File: src/rtl/ipi_pkg.sv
package ipi_pkg;

  // Source indices inside the 2-bit per-CPU state vectors.
  localparam int SRC_OTHER = 0;
  localparam int SRC_SELF  = 1;

  // Register offsets inside one view (own or per-CPU).
  localparam logic [6:0] OFF_EVENT = 7'h04;
  localparam logic [6:0] OFF_SET   = 7'h08;  // own view: send bitmap
  localparam logic [6:0] OFF_CLR   = 7'h0C;  // own view: acknowledge
  localparam logic [6:0] OFF_MSET  = 7'h24;
  localparam logic [6:0] OFF_MCLR  = 7'h28;

  localparam logic [15:0] EVT_KIND_IPI  = 16'd4;
  localparam logic [15:0] EVT_NUM_OTHER = 16'd1;
  localparam logic [15:0] EVT_NUM_SELF  = 16'd2;

  typedef struct packed {
    logic [1:0] pend_set;
    logic [1:0] pend_clr;
    logic [1:0] mask_set;
    logic [1:0] mask_clr;
  } ipi_ctl_t;

  // Register word layout: "other" at bit 0, "self" at bit 31.
  function automatic logic [1:0] word_to_src(input logic [31:0] w);
    return {w[31], w[0]};
  endfunction

  function automatic logic [31:0] src_to_word(input logic [1:0] s);
    return {s[SRC_SELF], 30'b0, s[SRC_OTHER]};
  endfunction

endpackage

File: src/rtl/ipi_decode.sv
module ipi_decode
  import ipi_pkg::*;
#(
  parameter int NCPU       = 8,
  parameter int ADDR_W     = 12,
  parameter int VIEW_SHIFT = 7,
  localparam int CPU_W     = (NCPU > 1) ? $clog2(NCPU) : 1,
  localparam int IDX_W     = ADDR_W - 1 - VIEW_SHIFT
) (
  input  logic                    req_valid,
  input  logic                    req_write,
  input  logic [CPU_W-1:0]        req_cpu,
  input  logic [ADDR_W-1:0]       req_addr,
  input  logic [31:0]             req_wdata,
  input  logic [1:0]              evt_grant_i,
  output ipi_ctl_t [NCPU-1:0]     ctl_o,
  output logic                    rd_any_o,
  output logic                    rd_evt_o,
  output logic                    rd_pend_o,
  output logic                    rd_mask_o
);

  logic                  wr_en;
  logic                  own_view;
  logic                  cpu_view;
  logic [IDX_W-1:0]      view_idx;
  logic [VIEW_SHIFT-1:0] off;
  logic [1:0]            wbits;

  always_comb begin
    wr_en    = req_valid & req_write;
    rd_any_o = req_valid & ~req_write;
    own_view = (req_addr[ADDR_W-1:VIEW_SHIFT] == '0);
    cpu_view = req_addr[ADDR_W-1];
    view_idx = req_addr[ADDR_W-2:VIEW_SHIFT];
    off      = req_addr[VIEW_SHIFT-1:0];
    wbits    = word_to_src(req_wdata);
    rd_evt_o  = rd_any_o & own_view & (off == VIEW_SHIFT'(OFF_EVENT));
    rd_pend_o = rd_any_o & own_view & (off == VIEW_SHIFT'(OFF_CLR));
    rd_mask_o = rd_any_o & own_view & (off == VIEW_SHIFT'(OFF_MSET));
  end

  for (genvar c = 0; c < NCPU; c++) begin : g_cpu
    localparam logic [CPU_W-1:0] ME_ID  = CPU_W'(c);
    localparam logic [IDX_W-1:0] TGT_ID = IDX_W'(c);

    ipi_ctl_t ctl;
    logic     is_me;
    logic     is_tgt;
    logic     local_wr;

    always_comb begin
      is_me    = (req_cpu == ME_ID);
      is_tgt   = cpu_view & (view_idx == TGT_ID);
      local_wr = wr_en & ((own_view & is_me) | is_tgt);

      ctl = '0;
      // Send bitmap only raises "other"; explicit view may raise both.
      if (wr_en && own_view && off == VIEW_SHIFT'(OFF_SET) && req_wdata[c])
        ctl.pend_set[SRC_OTHER] = 1'b1;
      if (wr_en && is_tgt && off == VIEW_SHIFT'(OFF_SET))
        ctl.pend_set = ctl.pend_set | wbits;
      if (local_wr && off == VIEW_SHIFT'(OFF_CLR))
        ctl.pend_clr = wbits;
      if (local_wr && off == VIEW_SHIFT'(OFF_MSET))
        ctl.mask_set = wbits;
      if (local_wr && off == VIEW_SHIFT'(OFF_MCLR))
        ctl.mask_clr = wbits;
      // Delivery through the event read masks the granted source.
      if (rd_evt_o && is_me)
        ctl.mask_set = ctl.mask_set | evt_grant_i;
    end

    assign ctl_o[c] = ctl;
  end

endmodule

File: src/rtl/ipi_cpu_slice.sv
module ipi_cpu_slice
  import ipi_pkg::*;
(
  input  logic       clk,
  input  logic       rst_n,
  input  ipi_ctl_t   ctl_i,
  output logic [1:0] pend_o,
  output logic [1:0] mask_o,
  output logic       irq_o
);

  logic [1:0] pend_q, pend_d;
  logic [1:0] mask_q, mask_d;
  logic       upd_en;

  always_comb begin
    upd_en = |{ctl_i.pend_set, ctl_i.pend_clr, ctl_i.mask_set, ctl_i.mask_clr};
    pend_d = (pend_q | ctl_i.pend_set) & ~ctl_i.pend_clr;
    mask_d = (mask_q | ctl_i.mask_set) & ~ctl_i.mask_clr;
  end

  always_ff @(posedge clk or negedge rst_n) begin
    if (!rst_n) begin
      pend_q <= '0;
      mask_q <= '1;
    end else if (upd_en) begin
      pend_q <= pend_d;
      mask_q <= mask_d;
    end
  end

  assign pend_o = pend_q;
  assign mask_o = mask_q;
  assign irq_o  = |(pend_q & ~mask_q);

endmodule

File: src/rtl/ipi_event_sel.sv
module ipi_event_sel
  import ipi_pkg::*;
(
  input  logic [1:0]  active_i,
  output logic [1:0]  grant_o,
  output logic [31:0] code_o
);

  always_comb begin
    grant_o = '0;
    code_o  = '0;
    if (active_i[SRC_OTHER]) begin
      grant_o[SRC_OTHER] = 1'b1;
      code_o             = {EVT_KIND_IPI, EVT_NUM_OTHER};
    end else if (active_i[SRC_SELF]) begin
      grant_o[SRC_SELF] = 1'b1;
      code_o            = {EVT_KIND_IPI, EVT_NUM_SELF};
    end
  end

endmodule

File: src/rtl/ipi_unit.sv
module ipi_unit
  import ipi_pkg::*;
#(
  parameter int NCPU       = 8,
  parameter int ADDR_W     = 12,
  parameter int VIEW_SHIFT = 7,
  localparam int CPU_W     = (NCPU > 1) ? $clog2(NCPU) : 1
) (
  input  logic              clk,
  input  logic              rst_n,
  input  logic              req_valid,
  input  logic              req_write,
  input  logic [CPU_W-1:0]  req_cpu,
  input  logic [ADDR_W-1:0] req_addr,
  input  logic [31:0]       req_wdata,
  output logic [31:0]       rsp_rdata,
  output logic [NCPU-1:0]   irq_o
);

  // Reset asserts asynchronously, releases on a clock edge.
  logic [1:0] rst_sync_q;
  logic       rst_int_n;

  always_ff @(posedge clk or negedge rst_n) begin
    if (!rst_n) rst_sync_q <= '0;
    else        rst_sync_q <= {rst_sync_q[0], 1'b1};
  end
  assign rst_int_n = rst_sync_q[1];

  ipi_ctl_t [NCPU-1:0]   ctl;
  logic [NCPU-1:0][1:0]  pend_w;
  logic [NCPU-1:0][1:0]  mask_w;
  logic [1:0]            caller_pend;
  logic [1:0]            caller_mask;
  logic [1:0]            evt_grant;
  logic [31:0]           evt_code;
  logic                  rd_any, rd_evt, rd_pend, rd_mask;
  logic [31:0]           rdata_q, rdata_d;

  ipi_decode #(
    .NCPU       (NCPU),
    .ADDR_W     (ADDR_W),
    .VIEW_SHIFT (VIEW_SHIFT)
  ) u_decode (
    .req_valid   (req_valid),
    .req_write   (req_write),
    .req_cpu     (req_cpu),
    .req_addr    (req_addr),
    .req_wdata   (req_wdata),
    .evt_grant_i (evt_grant),
    .ctl_o       (ctl),
    .rd_any_o    (rd_any),
    .rd_evt_o    (rd_evt),
    .rd_pend_o   (rd_pend),
    .rd_mask_o   (rd_mask)
  );

  for (genvar c = 0; c < NCPU; c++) begin : g_slice
    ipi_cpu_slice u_slice (
      .clk    (clk),
      .rst_n  (rst_int_n),
      .ctl_i  (ctl[c]),
      .pend_o (pend_w[c]),
      .mask_o (mask_w[c]),
      .irq_o  (irq_o[c])
    );
  end

  // State of the requesting CPU.
  always_comb begin
    caller_pend = '0;
    caller_mask = '0;
    for (int c = 0; c < NCPU; c++) begin
      if (req_cpu == CPU_W'(c)) begin
        caller_pend = pend_w[c];
        caller_mask = mask_w[c];
      end
    end
  end

  ipi_event_sel u_evt (
    .active_i (caller_pend & ~caller_mask),
    .grant_o  (evt_grant),
    .code_o   (evt_code)
  );

  always_comb begin
    rdata_d = '0;
    if (rd_evt)       rdata_d = evt_code;
    else if (rd_pend) rdata_d = src_to_word(caller_pend);
    else if (rd_mask) rdata_d = src_to_word(caller_mask);
  end

  always_ff @(posedge clk or negedge rst_int_n) begin
    if (!rst_int_n)  rdata_q <= '0;
    else if (rd_any) rdata_q <= rdata_d;
  end

  assign rsp_rdata = rdata_q;

endmodule

File: config.mk
export PLATFORM = sky130hd
export DESIGN_NAME = ipi_unit
export DESIGN_NICKNAME = d
export VERILOG_FILES = /design/src/rtl/ipi_pkg.sv /design/src/rtl/ipi_decode.sv /design/src/rtl/ipi_cpu_slice.sv /design/src/rtl/ipi_event_sel.sv /design/src/rtl/ipi_unit.sv
export SDC_FILE = /design/constraint.sdc
export NUM_CORES = 1
export LEC_CHECK = 0
export BUFFER_PORTS_ARGS = -buffer_cell sky130_fd_sc_hd__buf_2
export CORE_MARGIN = 3
export CORE_UTILIZATION = 40
export DETAILED_ROUTE_END_ITERATION = 8
export GPL_ROUTABILITY_DRIVEN = 0
export HOLD_SLACK_MARGIN = 0.08
export PLACE_DENSITY = 0.68
export RECOVER_POWER = 25
export SETUP_SLACK_MARGIN = 0.5
export SYNTH_ARGS = -nofsm -noshare
export SYNTH_HDL_FRONTEND = slang
export SYNTH_SLANG_ARGS = --single-unit
File: constraint.sdc
create_clock -name clk -period 1.2 [get_ports clk]
set_clock_uncertainty 0.05 [all_clocks]
set_input_delay 0.06 -clock clk [delete_from_list [all_inputs] [get_ports clk]]
set_output_delay 0.06 -clock clk [all_outputs]
set_load 0.01 [all_outputs]
==> flow_summary.yaml, run 1 <==
clocking:
  cts_made_buffers: 5
  post_cts_hold_buffer_count: 1
  clock_root_buffer: "sky130_fd_sc_hd__clkbuf_8"
  tritoncts: "yes"
  clk-insertion-delay-late_ps: 300
  cts.sinks: 38
  worst_setup_hold_path_clk_slew_ps: 80
  cts.path.max_buffers: 2
  htreeDepth: 2
power_and_ir_drop:
  total_power_mw: 2.68
  ir_drop_mv: 0.540
  power_density_mw_per_mm2: 604
  static-leakage-power_nw: 2.02
place:
  dpl-instance-area_mm2: 0.00379
  dp_hpwl_um: 7190
  place.port_buffers: 39
  place.detailed.instances: 546
  pre_cts_slack_ps: -1130
logic_synthesis:
  synth-warning-count: 0
  post_synth_inst_count: 331
  syn-cell-area_mm2: 0.00283
  synth_enable_flop_cells: 0
  synth_seq_area_share_pct: 34.3
  synth_cell_types: 55
  netlist_top_cells_area: "sky130_fd_sc_hd__dfrtp_1, sky130_fd_sc_hd__dfstp_2, sky130_fd_sc_hd__buf_4"
  yosys_most_used_dff: "sky130_fd_sc_hd__dfrtp_1"
  avgSynthCellArea_um2: 8.55
  yosys.area.top_type: "sky130_fd_sc_hd__dfrtp_1"
  synth-seq-cells: 38
  synth_async_sr_flop_share_pct: 100
  synthDominantCellAreaShare_pct: 19.5
critical_path:
  r2r-end: "rsp_rdata[1]$_DFFE_PN0P_"
  path_class: "flip-flop to flip-flop"
  cpMaxStageDelayCell: "sky130_fd_sc_hd__mux4_2"
  path_depth: 7
  critical-path-top-delay-family: "simple AND/OR/NAND/NOR gates"
  critical_path.n_buffers_inverters: 2
  slowest_delay_ps: 460
  setup.worst_path.end_class: "flip-flop"
  worstSetupStartpoint: "g_slice[4].u_slice.mask_o[0]$_DFFE_PN1P_"
  setup.worst_path.end: "rsp_rdata[1]$_DFFE_PN0P_"
  worst_ep_arrival_time_ps: 2160
  worstPathRequired_ps: 1340
  worst-r2r-setup-slack_ps: -810
  path_cells: "mux4_2 > a21boi_2 > buf_6 > buf_4 > nor3_4 > or2_4 > nand2_1"
  crit_path_start_kind: "flip-flop"
  cp_max_fo: 8
  reg2regPathDepth: 7
  timing.rr.start: "g_slice[4].u_slice.mask_o[0]$_DFFE_PN1P_"
routing:
  avgViaCountPerCell: 5.43
  drt_wl_total_um: 10200
  post-route-drc-count: 0
  vias: 3129
  drt-initial-drc-count: 379
  ant_nets: 0
  detailedRoute.firstPassIterationCount: 4
  avgRoutedWirePerCell_um: 17.8
sta:
  rsz0062_at_grt: "yes"
  relSlewSlack_pct: 65.1
  finalSetupViolations: 44
  layout_worst_path_cycle_share_pct: 168
  final-hold-violation-count: 1
  period_minus_ws_final_ps: 2010
  clock.fmax_mhz: 497
  smallest_setup_slack_after_layout_ps: -813
  worst_pin_slew_ps: 523
  setup-tns-final_ps: -20070
  slew_violations: 0
  min_hold_slack_ps: -0.981
finish:
  final_nets: 530
  antenna-diode-count: 0
  area_growth_syn_to_layout_pct: 56.8
  layout_cells_sized_above_1_pct: 55.0
  design_area_mm2: 0.00444
  final_cells: 576
floorplanning:
  initial_core_util_pct: 41.4
  boundaryPins: 91
  floorplan.die.width_um: 90.1
  design.core.area_mm2: 0.00683
  die-height_um: 90.1
  dieArea_mm2: 0.00812
  row_count: 30
grt:
  global_route_wire_length_before_repair_um: 16100
  grt_pass1_vias: 3201
  groute.usage.overall_pct: 25.0
  grt_max_degree: 19
  grt_overflow: 0
  initial_antenna_violation_count: 0
outcome:
  violations: "negative hold slack, negative setup slack"
  run_status: "complete, but fails checks"
run:
  drv.max_cap_violation_count: 0
worst_hold_path:
  holdCritPathClass: "input port to flip-flop"
## cell type report
type                            instances  area (um2)
Clock buffer                            6        72.6
Clock inverter                          2        10.0
Fill cell                             561        2390
Inverter                               21        78.8
Multi-Input combinational cell        248        1890
Sequential cell                        38         975
Tap cell                               96         120
Timing Repair Buffer                  165        1290
## cells in the final DEF (no fill, tap or decap), drive strengths merged, types with 9 or more instances in the layout
| master | n |
|---|---|
| nor2 | 25 |
| a22oi | 11 |
| buf | 161 |
| inv | 21 |
| dfrtp | 22 |
| dfstp | 16 |
| nand2 | 21 |
| o22ai | 9 |
| conb | 29 |
| clkbuf | 9 |
| a21oi | 36 |
## kinds of logic (layout without fill, tap and decap cells)
group	count (synthesis)	in the layout	synth area share [%]
and+or+nand+nor	111	111	22.8
buffers and inverters	72	194	14.6
muxes	10	10	5.31
AOI/OAI and AO/OA	98	98	22.7
DFF	38	38	34.3
other	2	29	0.265
## report_power, final
group          internal (mW)  leakage [nW]  switching, mW  total (mW)
clock                  0.403        0.0450          0.479       0.883
combinational          0.209          1.51          0.286       0.495
sequential              1.29         0.465        0.00570        1.30
## state kept, by name, indices dropped and copies added, names as in the netlist
name / count
g_slice.u_slice.pend_o: 16
rst_sync_q: 2
g_slice.u_slice.mask_o: 16
rsp_rdata: 4
## timing repair
action                                  CTS  global route
pin swaps                                26             9
gates resized for setup                  72            23
buffers inserted                         18             3
hold endpoints to repair                  9            10
endpoints found under the setup margin   84            48
## stage by stage
| step | utilization, % | hold slack, ps |
|---|---|---|
| floorplan | - | -286 |
| global placement | 55.5 | -205 |
| detailed placement | 55.5 | -204 |
| CTS | 63.5 | -4.90 |
| global route | 64.9 | 10.0 |
| finish | 64.9 | -0.981 |
## Yosys cell counts (all sizes together) (2+ instances only)
library cell  number
mux2i              6
mux4               4
or2                4
dfstp             16
a221oi             2
nand4              2
a2bb2oi            4
a21oi             36
and3               4
nor3               5
nor4               5
and2               7
nand3b             4
conb               2
o32ai              2
nand2b             8
dfrtp             22
a31oi              5
nor3b              3
buf               42
inv               21
nor2b              8
o22ai              9
nor2              25
o21ai              6
a21boi             3
nand3              3
clkbuf             9
a22oi             11
or3                6
a211oi             7
nand2             21
or3b               3
## worst min-delay path, delay by kind of cell
kind                   cells  cell delay (ps)
buffers and inverters      1               80
AO/OA/AOI/OAI              2              160
## worst min path at each step
stage | start | end | slack [ps] | depth (start not counted)
after global placement | rst_n | rst_sync_q[0]$_DFF_PN0_ | -200 | 1
after detailed placement | rst_n | rst_sync_q[0]$_DFF_PN0_ | -200 | 1
after floorplan | rst_n | rst_sync_q[0]$_DFF_PN0_ | -290 | 0
after CTS | req_wdata[2] | g_slice[2].u_slice.pend_o[0]$_DFFE_PN0P_ | -5 | 3
final | req_wdata[5] | g_slice[5].u_slice.pend_o[0]$_DFFE_PN0P_ | -1 | 3
after global routing | req_wdata[4] | g_slice[4].u_slice.pend_o[0]$_DFFE_PN0P_ | 10 | 3
## metal layers
layer | GRT usage (%) | up-vias | wire length [um]
li1 | - | 1425 | -
met1 | 32.2 | 1517 | 4360
met2 | 39.9 | 160 | 4740
met3 | 4.85 | 27 | 755
met4 | 12.9 | 0 | 374
met5 | 0 | - | 0
Power figures use the tool's default switching activity.
==> run 2, diff against run 1 <==
PLACE_DENSITY = default   (was 0.68)
SYNTH_HIERARCHICAL = 1   (was default)
==> run 2 against run 1 <==
Net effect:
- the flow still finishes with violations (negative hold slack, negative setup slack)
- design area grew 46%
- sequential share of layout area grew 3.9 points
- worst setup slack lost 200 ps
- core utilization grew 0.23 points
- maximum frequency shrank 9.2%
- critical path depth grew 3
- worst hold slack lost 25 ps
- sequential cell count grew 28
- first-iteration DRC count grew 3.2%
- sequential power grew 73%
==> flow_summary.yaml, run 2 <==
outcome:
  run_status: "complete, but fails checks"
  violations: "negative hold slack, negative setup slack"
critical_path:
  cp_max_fo: 3
  r2r-end: "g_slice[3].u_slice/mask_o[1]$_DFFE_PN1P_"
  timing.rr.start: "g_slice[3].u_slice/pend_o[0]$_DFFE_PN0P_"
  reg2regPathDepth: 10
  setup.worst_path.end_class: "flip-flop"
  worst-r2r-setup-slack_ps: -1020
  path_class: "flip-flop to flip-flop"
  worstPathRequired_ps: 1430
  setup.worst_path.end: "g_slice[3].u_slice/mask_o[1]$_DFFE_PN1P_"
  crit_path_start_kind: "flip-flop"
  worst_ep_arrival_time_ps: 2450
  worstSetupStartpoint: "g_slice[3].u_slice/pend_o[0]$_DFFE_PN0P_"
clocking:
  cts_made_buffers: 9
  clock_root_buffer: "sky130_fd_sc_hd__clkbuf_8"
  cts.sinks: 66
  cts.path.max_buffers: 2
  clk-insertion-delay-late_ps: 350
  tritoncts: "yes"
  worst_setup_hold_path_clk_slew_ps: 80
  htreeDepth: 3
  post_cts_hold_buffer_count: 1
finish:
  final_nets: 768
  layout.core_utilization_pct: 65.2
  largest_register_ffs: 32
  layout_cells_sized_above_1_pct: 49.0
  layout.cells.most_common: "sky130_fd_sc_hd__nor2_1"
  antenna-diode-count: 0
  area_growth_syn_to_layout_pct: 55.3
  design_area_mm2: 0.00649
  final.fill_count: 815
  layout_common_cells: "sky130_fd_sc_hd__nor2_1, sky130_fd_sc_hd__buf_4, sky130_fd_sc_hd__buf_6"
sta:
  slew_violations: 0
  period_minus_ws_final_ps: 2220
  worst_pin_slew_ps: 596
  relSlewSlack_pct: 59.9
  layout_worst_path_cycle_share_pct: 185
  smallest_setup_slack_after_layout_ps: -1020
  clock.fmax_mhz: 451
  finalSetupViolations: 44
  final-hold-violation-count: 3
  rsz0062_at_grt: "yes"
  min_hold_slack_ps: -26.4
routing:
  drt_wl_total_um: 14300
  avgRoutedWirePerCell_um: 16.7
  post-route-drc-count: 0
  ant_nets: 0
  detailedRoute.firstPassIterationCount: 6
  drt-initial-drc-count: 391
  vias: 4430
  avgViaCountPerCell: 5.18
place:
  dpl-instance-area_mm2: 0.00534
  pre_cts_slack_ps: -1150
  dp_hpwl_um: 9520
  place.port_buffers: 67
logic_synthesis:
  yosys.area.top_type: "sky130_fd_sc_hd__dfrtp_1"
  synthDominantCellAreaShare_pct: 30.0
  synth-warning-count: 6
  synth_seq_area_share_pct: 40.0
  synth_enable_flop_cells: 0
  syn-cell-area_mm2: 0.00418
  yosys_most_used_dff: "sky130_fd_sc_hd__dfrtp_1"
  most_frequently_used_cell_type_in_the_post_synthesis_netlist: "sky130_fd_sc_hd__nor2_1"
  post_synth_inst_count: 517
  yosys-top-cells-count: "sky130_fd_sc_hd__nor2_1, sky130_fd_sc_hd__inv_1, sky130_fd_sc_hd__dfrtp_1, sky130_fd_sc_hd__nand3_1, sky130_fd_sc_hd__buf_4"
  avgSynthCellArea_um2: 8.08
  synth-seq-cells: 66
  netlist_top_cells_area: "sky130_fd_sc_hd__dfrtp_1, sky130_fd_sc_hd__nor2_1, sky130_fd_sc_hd__dfstp_2"
  synth_cell_types: 56
  synth_async_sr_flop_share_pct: 100
power_and_ir_drop:
  sw_frac_of_total_pct: 27.5
  power_switching_mw: 1.33
  static-leakage-power_nw: 2.89
  ir_drop_mv: 0.585
  power_frac_seq_pct: 46.7
  p_comb_share_pct: 13.8
  p_int_mw: 3.50
  power_density_mw_per_mm2: 743
  power.share.clock_pct: 39.5
floorplanning:
  row_count: 36
  floorplan.die.width_um: 108
  boundaryPins: 91
  die-height_um: 108
  initial_core_util_pct: 42.0
  design.core.area_mm2: 0.00995
  dieArea_mm2: 0.0117
run:
  drv.max_cap_violation_count: 0
grt:
  groute.usage.overall_pct: 24.2
  grt_overflow: 0
  grt_max_degree: 33
  grt_pass1_vias: 4265
  global_route_wire_length_before_repair_um: 21900
  initial_antenna_violation_count: 0
worst_hold_path:
  holdCritPathClass: "input port to asynchronous set/reset pin"
run 2: cell types whose count changed in the layout (fill, tap and decap cells not counted), sizes merged, moves of 29 or more:
cell and delta:
nor2 +98, buf +53, nand3 +35, o21ai +29
inv +31, a21oi -31
run 2: logic make-up after synthesis:
| family | count (synthesis) | synth area share (%) |
|---|---|---|
| compound gates | 86 | 14.7 |
| simple gates | 245 | 28.8 |
| buf+inv | 108 | 13.2 |
| other cells | 2 | 0.180 |
| mux | 10 | 3.00 |
| flops | 66 | 40.0 |
run 2: power by group through the flow:
| stage | combinational, mW | sequential [mW] | clock [mW] |
|---|---|---|---|
| 5_1_grt | 0.717 | 2.25 | 2.02 |
| 6_report | 0.664 | 2.25 | 1.91 |
| 4_1_cts | 0.636 | 2.25 | 1.97 |
| 3_3_place_gp | 0.517 | 2.29 | 0 |
| 3_5_place_dp | 0.528 | 2.29 | 0 |
| 2_1_floorplan | 0.322 | 2.32 | 0 |
run 2: metrics by stage:
step                      setup TNS [ps]  cells  hold slack, ps  total power, mW
after floorplan                   -16430    545            -286             2.65
after global placement            -24780    790            -205             2.81
after detailed placement          -26160    790            -201             2.82
after CTS                         -18990    840           -37.7             4.85
final                             -20760    855           -26.4             4.82
after global routing              -23180    855           -1.36             4.99
run 2: worst min path at each step:
| stage | start | endpoint | cells past startpoint | slack (ps) |
|---|---|---|---|---|
| 5_1_grt | rst_n | rst_sync_q[1]$_DFF_PN0_ | 2 | -1 |
| 6_report | rst_n | rst_sync_q[1]$_DFF_PN0_ | 2 | -30 |
| 3_5_place_dp | rst_n | rst_sync_q[1]$_DFF_PN0_ | 1 | -200 |
| 2_1_floorplan | rst_n | rst_sync_q[0]$_DFF_PN0_ | 0 | -290 |
| 3_3_place_gp | rst_n | rst_sync_q[0]$_DFF_PN0_ | 1 | -200 |
| 4_1_cts | rst_n | rst_sync_q[1]$_DFF_PN0_ | 2 | -40 |
run 2: metal layers:
| layer | vias to the layer above | track usage, % | share of wire (%) |
|---|---|---|---|
| li1 | 2074 | - | - |
| met1 | 2141 | 31.7 | 42 |
| met2 | 178 | 39.7 | 48 |
| met3 | 37 | 4.06 | 6.3 |
| met4 | 0 | 10.3 | 3.5 |
| met5 | - | 0 | 0 |
run 2: worst max-delay path, stage by stage (launching register included):
cell	delay, ps
sky130_fd_sc_hd__dfrtp_1	440
sky130_fd_sc_hd__mux4_2	500
sky130_fd_sc_hd__mux2i_4	200
sky130_fd_sc_hd__nor2b_4	70
sky130_fd_sc_hd__nor2b_4	130
sky130_fd_sc_hd__and4_4	250
sky130_fd_sc_hd__buf_6	110
sky130_fd_sc_hd__nand2_1	70
sky130_fd_sc_hd__a21oi_2	160
sky130_fd_sc_hd__nor2_1	60
sky130_fd_sc_hd__nor2_1	110
run 2: what timing repair did:
action	in CTS	in global routing
gates resized for setup	83	71
cloned	2	0
pin swaps	40	35
hold endpoints to repair	9	7
buffers inserted	31	15
endpoints found under the setup margin	113	127
run 2: cell type report:
cell class	count	area (um2)	area share, %
repair buffers	218	1820	28.0
flip-flops and latches	66	1680	25.8
well taps	133	166	2.57
clock buffers	9	124	1.91
inverters	51	191	2.95
multi-input cells	371	2450	37.7
clock inverters	7	68.8	1.06
